==> config.mk <==
export PLATFORM = sky130hd
export DESIGN_NAME = rail_reset_supervisor
export DESIGN_NICKNAME = d
export VERILOG_FILES = /design/src/rtl/rsup_pkg.sv /design/src/rtl/bit_sync.sv /design/src/rtl/level_qualify.sv /design/src/rtl/reset_holdoff.sv /design/src/rtl/wdog_timer.sv /design/src/rtl/rail_reset_supervisor.sv
export SDC_FILE = /design/constraint.sdc
export NUM_CORES = 1
export LEC_CHECK = 0
export BUFFER_PORTS_ARGS = -buffer_cell sky130_fd_sc_hd__buf_2
export CAP_MARGIN = 15
export CORE_ASPECT_RATIO = 0.9
export CORE_MARGIN = 1.5
export CORE_UTILIZATION = 54
export DETAILED_ROUTE_END_ITERATION = 10
export PLACE_DENSITY = 0.77
export SYNTH_ARGS = -nofsm -noshare
export SYNTH_HDL_FRONTEND = slang
export SYNTH_SLANG_ARGS = --single-unit
==> constraint.sdc <==
create_clock -name clk -period 2.41 [get_ports clk]
set_clock_uncertainty 0.1 [all_clocks]
set_input_delay 0 -clock clk [delete_from_list [all_inputs] [get_ports clk]]
set_output_delay 0 -clock clk [all_outputs]
set_load 0.005 [all_outputs]
==> src/rtl/rsup_pkg.sv <==
package rsup_pkg;

  // Convert a duration in ns to whole clock cycles, rounding up, never below 1.
  function automatic int unsigned ns_to_cycles(longint unsigned clk_khz, longint unsigned dur_ns);
    longint unsigned prod;
    longint unsigned cyc;
    prod = clk_khz * dur_ns;
    cyc  = (prod + 64'd999_999) / 64'd1_000_000;
    return (cyc == 64'd0) ? 1 : int'(cyc);
  endfunction

  // Bits needed for a counter that runs from 0 to limit-1.
  function automatic int unsigned cnt_width(int unsigned limit);
    return (limit < 2) ? 1 : $clog2(limit);
  endfunction

endpackage

==> src/rtl/bit_sync.sv <==
module bit_sync #(
  parameter int unsigned W = 1
) (
  input  logic         clk,
  input  logic         clr,
  input  logic [W-1:0] din,
  output logic [W-1:0] dout
);
  logic [W-1:0] stage1;

  always_ff @(posedge clk) begin
    if (clr) begin
      stage1 <= '0;
      dout   <= '0;
    end else begin
      stage1 <= din;
      dout   <= stage1;
    end
  end
endmodule

==> src/rtl/level_qualify.sv <==
// Output takes a new input level only after that level has been seen for
// the configured number of consecutive samples (separate count per direction).
module level_qualify #(
  parameter int unsigned RISE_LIM = 1,
  parameter int unsigned FALL_LIM = 1,
  parameter bit          INIT     = 1'b0
) (
  input  logic clk,
  input  logic clr,
  input  logic din,
  output logic dout
);
  localparam int unsigned MAXL = (RISE_LIM > FALL_LIM) ? RISE_LIM : FALL_LIM;
  localparam int unsigned CW   = rsup_pkg::cnt_width(MAXL);
  localparam logic [CW-1:0] RISE_LAST = CW'(RISE_LIM - 1);
  localparam logic [CW-1:0] FALL_LAST = CW'(FALL_LIM - 1);

  logic [CW-1:0] run_cnt;
  logic          differ;
  logic [CW-1:0] run_last;

  assign differ   = (din != dout);
  assign run_last = dout ? FALL_LAST : RISE_LAST;

  always_ff @(posedge clk) begin
    if (clr) begin
      dout    <= INIT;
      run_cnt <= '0;
    end else if (!differ) begin
      run_cnt <= '0;
    end else if (run_cnt == run_last) begin
      dout    <= din;
      run_cnt <= '0;
    end else begin
      run_cnt <= run_cnt + 1'b1;
    end
  end

  AST_FLT_NO_EARLY_CHANGE: assert property (@(posedge clk) disable iff (clr)
    (!differ || run_cnt != run_last) |=> $stable(dout));
endmodule

==> src/rtl/reset_holdoff.sv <==
module reset_holdoff #(
  parameter int unsigned HOLD_CYC = 40
) (
  input  logic clk,
  input  logic clr,
  input  logic src_active,
  output logic rst_q
);
  localparam int unsigned   CW   = rsup_pkg::cnt_width(HOLD_CYC);
  localparam logic [CW-1:0] LAST = CW'(HOLD_CYC - 1);

  logic [CW-1:0] hold_cnt;
  logic          hold_done;

  assign hold_done = (hold_cnt == LAST);

  always_ff @(posedge clk) begin
    if (clr || src_active) begin
      rst_q    <= 1'b1;
      hold_cnt <= '0;
    end else if (rst_q) begin
      if (hold_done) begin
        rst_q    <= 1'b0;
        hold_cnt <= '0;
      end else begin
        hold_cnt <= hold_cnt + 1'b1;
      end
    end
  end

  AST_SRC_FORCES_RESET: assert property (@(posedge clk) disable iff (clr)
    src_active |=> (rst_q && hold_cnt == '0));
  AST_NO_EARLY_RELEASE: assert property (@(posedge clk) disable iff (clr)
    (rst_q && !hold_done) |=> rst_q);
  AST_RESTART_ON_SOURCE: assert property (@(posedge clk) disable iff (clr)
    (rst_q && hold_cnt != '0 && src_active) |=> (hold_cnt == '0));
endmodule

==> src/rtl/wdog_timer.sv <==
module wdog_timer #(
  parameter int unsigned WD_CYC = 200
) (
  input  logic clk,
  input  logic clr,
  input  logic enable,
  input  logic kick,
  input  logic hold,
  output logic expire
);
  localparam int unsigned   CW   = rsup_pkg::cnt_width(WD_CYC);
  localparam logic [CW-1:0] LAST = CW'(WD_CYC - 1);

  logic [CW-1:0] wd_cnt;

  always_ff @(posedge clk) begin
    if (clr) begin
      wd_cnt <= '0;
      expire <= 1'b0;
    end else begin
      expire <= 1'b0;
      if (hold || !enable || kick) begin
        wd_cnt <= '0;
      end else if (wd_cnt == LAST) begin
        wd_cnt <= '0;
        expire <= 1'b1;
      end else begin
        wd_cnt <= wd_cnt + 1'b1;
      end
    end
  end

  AST_WD_HELD_IN_RESET: assert property (@(posedge clk) disable iff (clr)
    hold |=> (wd_cnt == '0 && !expire));
  AST_WD_KICK_CLEARS: assert property (@(posedge clk) disable iff (clr)
    kick |=> (wd_cnt == '0 && !expire));
  AST_WD_OFF_SILENT: assert property (@(posedge clk) disable iff (clr)
    !enable |=> !expire);
  AST_WD_SINGLE_PULSE: assert property (@(posedge clk) disable iff (clr)
    expire |=> !expire);
endmodule

==> src/rtl/rail_reset_supervisor.sv <==
module rail_reset_supervisor
  import rsup_pkg::*;
#(
  parameter longint unsigned CLK_KHZ  = 50_000,
  parameter longint unsigned HOLD_NS  = 200_000_000,
  parameter longint unsigned WDOG_NS  = 1_600_000_000,
  parameter longint unsigned SENSE_NS = 6_000,
  parameter longint unsigned QUAL_NS  = 100
) (
  input  logic       clk,
  input  logic       clr,
  input  logic [1:0] rail_ok,
  input  logic       mreset_n,
  input  logic       wdog_in,
  input  logic       wdog_en,
  output logic       rst_n,
  output logic       rst
);
  localparam int unsigned HOLD_CYC  = ns_to_cycles(CLK_KHZ, HOLD_NS);
  localparam int unsigned WD_CYC    = ns_to_cycles(CLK_KHZ, WDOG_NS);
  localparam int unsigned SENSE_CYC = ns_to_cycles(CLK_KHZ, SENSE_NS);
  localparam int unsigned QUAL_CYC  = ns_to_cycles(CLK_KHZ, QUAL_NS);
  localparam int unsigned NRAIL     = 2;
  localparam int unsigned NIN       = NRAIL + 3;

  // Synchronised inputs: [NRAIL-1:0] rails, then manual, strobe, enable.
  logic [NIN-1:0]   raw_in;
  logic [NIN-1:0]   sync_in;
  logic [NRAIL-1:0] rail_good;
  logic             mr_good;
  logic             wdi_lvl;
  logic             wdi_prev;
  logic             wd_kick;
  logic             wd_expire;
  logic             src_active;
  logic             rst_q;

  assign raw_in = {wdog_en, wdog_in, mreset_n, rail_ok};

  bit_sync #(.W(NIN)) u_sync (
    .clk  (clk),
    .clr  (clr),
    .din  (raw_in),
    .dout (sync_in)
  );

  // Rails: a low must persist SENSE_CYC samples; recovery accepted at once.
  for (genvar g = 0; g < NRAIL; g++) begin : g_rail
    level_qualify #(.RISE_LIM(1), .FALL_LIM(SENSE_CYC), .INIT(1'b0)) u_rail_q (
      .clk  (clk),
      .clr  (clr),
      .din  (sync_in[g]),
      .dout (rail_good[g])
    );
  end

  level_qualify #(.RISE_LIM(QUAL_CYC), .FALL_LIM(QUAL_CYC), .INIT(1'b0)) u_mr_q (
    .clk  (clk),
    .clr  (clr),
    .din  (sync_in[NRAIL]),
    .dout (mr_good)
  );

  level_qualify #(.RISE_LIM(QUAL_CYC), .FALL_LIM(QUAL_CYC), .INIT(1'b0)) u_wdi_q (
    .clk  (clk),
    .clr  (clr),
    .din  (sync_in[NRAIL+1]),
    .dout (wdi_lvl)
  );

  always_ff @(posedge clk) begin
    if (clr) wdi_prev <= 1'b0;
    else     wdi_prev <= wdi_lvl;
  end

  assign wd_kick = (wdi_lvl != wdi_prev);

  wdog_timer #(.WD_CYC(WD_CYC)) u_wdog (
    .clk    (clk),
    .clr    (clr),
    .enable (sync_in[NRAIL+2]),
    .kick   (wd_kick),
    .hold   (rst_q),
    .expire (wd_expire)
  );

  assign src_active = !mr_good || !(&rail_good) || wd_expire;

  reset_holdoff #(.HOLD_CYC(HOLD_CYC)) u_hold (
    .clk        (clk),
    .clr        (clr),
    .src_active (src_active),
    .rst_q      (rst_q)
  );

  assign rst_n = ~rst_q;
  assign rst   = rst_q;

  AST_MANUAL_HOLDS_RESET: assert property (@(posedge clk) disable iff (clr)
    !mr_good |=> (rst && !rst_n));
  AST_RAIL_HOLDS_RESET: assert property (@(posedge clk) disable iff (clr)
    !(&rail_good) |=> rst);
  AST_EXPIRE_TO_RESET: assert property (@(posedge clk) disable iff (clr)
    wd_expire |=> rst);
endmodule

==> metrics.cfg <==
[setup_path]
slowest_stage=or4_4
rr_worst_depth=6
max_stage_delay_ns=0.53
setup.worst_path.class=reg2reg
reg2reg_from=u_hold.hold_cnt[0]
cp.arrival_ns=2.41
crit_chain=ha_1 > nand4_1 > or4_4 > or3_4 > a21o_1 > a31o_1
crit_start=u_hold.hold_cnt[0]
endpoint_kind=register
cp.required_ns=2.56
worstPathMaxFanout=6
regToRegSetupSlack_ns=0.14
path_delay_family=simple AND/OR/NAND/NOR gates
cp.depth=6
start_kind=register
path_buf_inv=0

[grt]
use_met1_pct=26.8
grt_max_degree=24
busiest_layer=met2
grt_pass1_wl_mm=13.2
grt_use_met2_pct=31.6
grt_pass1_vias=3047
grt_overflow_total=0
grt_use_total_pct=20.2
antenna_found_initial=0
met3_usage_pct=6.29

[synth]
synth-edff-count=0
synth-compound-area-share_pct=6.00
synthMuxAreaShare_pct=1.01
synth-async-reset-ratio_pct=0
synth_area_per_cell_um2=8.74
synth_top_family_by_area=simple AND/OR/NAND/NOR gates
synth_seq_cells=92
netlist_instances=468
synth_flop_cell=dfxtp_1
syn_area_mm2=0.00409
netlist.area_leader.share_pct=45.0
ys_types=51
yosysWarnings=0
synth-simple-area-share_pct=30.7
synth-xor-area-share_pct=11.1
netlist_top_cells_area=dfxtp_1 45%, nor2_1 7.5%, xor2_1 6.2%
yosysTopAreaCell=dfxtp_1
syn-num-nets=483
synth-adder-area-share_pct=2.45
yosysSeqAreaShare_pct=45.0

[pwr]
ir_drop_mv=0.375
finalPower_uw=2580
leakagePower_uw=0.00152
power.density_mw_per_mm2=563

[timing]
relSlewSlack_pct=56.1
final_hold_viol_count=0
rsz0062_at_grt=false
fin_ws_ns=0.144
max_freq_mhz=441
setup_viol_count_final=0
finalSetupTns_ns=0
worst_pin_slew_ns=0.653
drv_slew=0
period_share_pct=94.0
fin_crit_ns=2.27

[detailed_routing]
routed_via_density=5.56
dr.pass1.iters=4
antenna_left=0
vias=3302
drc=0
wl_per_cell_um=12.7
routed_wl_mm=7.52
first_iter_violations=196

[clock_network]
htree_num_levels=3
clock_latency_ns=0.35
clock_sinks=92
root_buffer=clkbuf_8
cts_tree=done
clk_pin_slew_ns=0.09
cts_inserted_buffers=9
cts_buffer_depth=2

[final_layout]
drive_gt1_share_pct=9.98
synthToLayoutAreaGrowth_pct=12.1
fill_cells=596
fin_nets=511
diodes=0
multi_input_area_mm2=0.00212
fin_util_pct=63.8
ff_latch_area_mm2=0.00184

[min_path]
worstHoldPathCells=1
hold_path_startpoint=u_sync.stage1[3]
min_path_type=reg2reg

[placement]
portBuffers=8
dp_slack_ns=0.0859
gp_congestion=0.853
place_hpwl_mm=5.14

[job]
max-cap-violations=0

[status]
status=finished, final reports clean

[floorplan]
die_h_um=85.6
die_x_um=94.7
ios=9
core_area_mm2=0.00718
rows=29
start_util_pct=56.9
die_area_mm2=0.00811

[flip-flops by register name, indices dropped and copies added (netlist names)]
| register | cells |
|---|---|
| g_rail.u_rail_q.dout | 2 |
| g_rail.u_rail_q.run_cnt | 18 |
| u_hold.hold_cnt | 24 |
| u_hold.rst_q | 1 |
| u_mr_q.dout | 1 |
| u_mr_q.run_cnt | 3 |
| u_sync.dout | 5 |
| u_sync.stage1 | 5 |
| u_wdi_q.dout | 1 |
| u_wdi_q.run_cnt | 3 |
| u_wdog.expire | 1 |
| u_wdog.wd_cnt | 27 |
| wdi_prev | 1 |
[stage by stage]
step / hold slack, ns / instance area (µm²) / std cells
detailed placement: 0.114 / 4260 / 566
CTS: 0.352 / 4570 / 593
finish: 0.349 / 4590 / 594
floorplan: 0.0282 / 4090 / 468
global placement: 0.106 / 4260 / 566
global route: 0.369 / 4590 / 594
[area by class of cell]
cell class                 instances  area share, %
timing repair buffer              31           5.51
sequential                        92           40.2
clock buffer                      10           2.78
inverter                          17           1.39
tap                               93           2.54
clock inverter                     6           1.39
multi-input combinational        345           46.2
[cell usage in the layout (no fill, tap or decap), drive strengths merged, types with 2 or more instances in the layout]
master	synthesis	final
nor2b	11	11
or3	5	5
nor4	10	10
clkbuf	9	10
dlygate4sd3	0	11
mux2i	3	3
clkinv	1	3
dfxtp	92	92
and4	5	5
o31ai	2	2
or4b	3	3
inv	16	17
nor2	82	82
a31o	4	4
and3	14	14
nand3	30	30
nand2	33	33
xor2	29	29
nor4b	4	4
a21oi	12	12
xnor2	23	23
clkinvlp	0	2
o21ai	9	10
ha	8	8
buf	6	20
or4	7	7
nor3	11	11
nand4	24	24
[per-layer routing]
layer	part of all wire, %	up-vias	wire length, µm
met3	3.4	8	256
met5	0	-	0
met1	49	1558	3720
met4	1.1	0	80
li1	-	1683	-
met2	46	53	3460
[cell usage after synthesis, types with 2 or more instances]
cell type,number
and4_1,5
nor4b_1,4
nor2_1,82
or4_4,2
dfxtp_1,92
inv_1,16
buf_4,3
a21oi_1,12
ha_1,8
nor2b_1,11
buf_6,2
xnor2_1,23
or3_1,5
nand3_1,30
xor2_1,29
clkbuf_1,8
nor4_1,9
or4_1,5
o21ai_0,8
mux2i_1,3
nand4_1,24
a31o_2,3
nand2_1,33
or4b_2,2
and3_1,14
nor3_1,10
[cell families after synthesis]
| family | count (synthesis) |
|---|---|
| compound gates | 37 |
| xor+xnor | 52 |
| fa+ha+maj | 8 |
| buf+inv | 32 |
| flops | 92 |
| mux | 4 |
| simple gates | 243 |
[final timing paths]
path,end
setup / recovery,u_hold.hold_cnt[8]
hold reg to reg,u_sync.dout[3]
hold / removal,u_sync.dout[3]
setup reg to reg,u_hold.hold_cnt[8]
[report_power, final]
group / internal (µW) / total, µW / switching, µW
sequential: 1530 / 1540 / 6.98
clock: 480 / 1000 / 524
combinational: 26.2 / 43.4 / 17.2
[what timing repair did]
| action | 4_1_cts | 5_1_grt |
|---|---|---|
| hold endpoints to repair | 15 | 0 |
| setup endpoints to repair | 0 | 9 |
| setup buffers | 0 | 0 |
| resized for setup | 0 | 2 |
| hold buffers | 11 | 0 |
No activity file was read; power rests on OpenSTA's default activity.
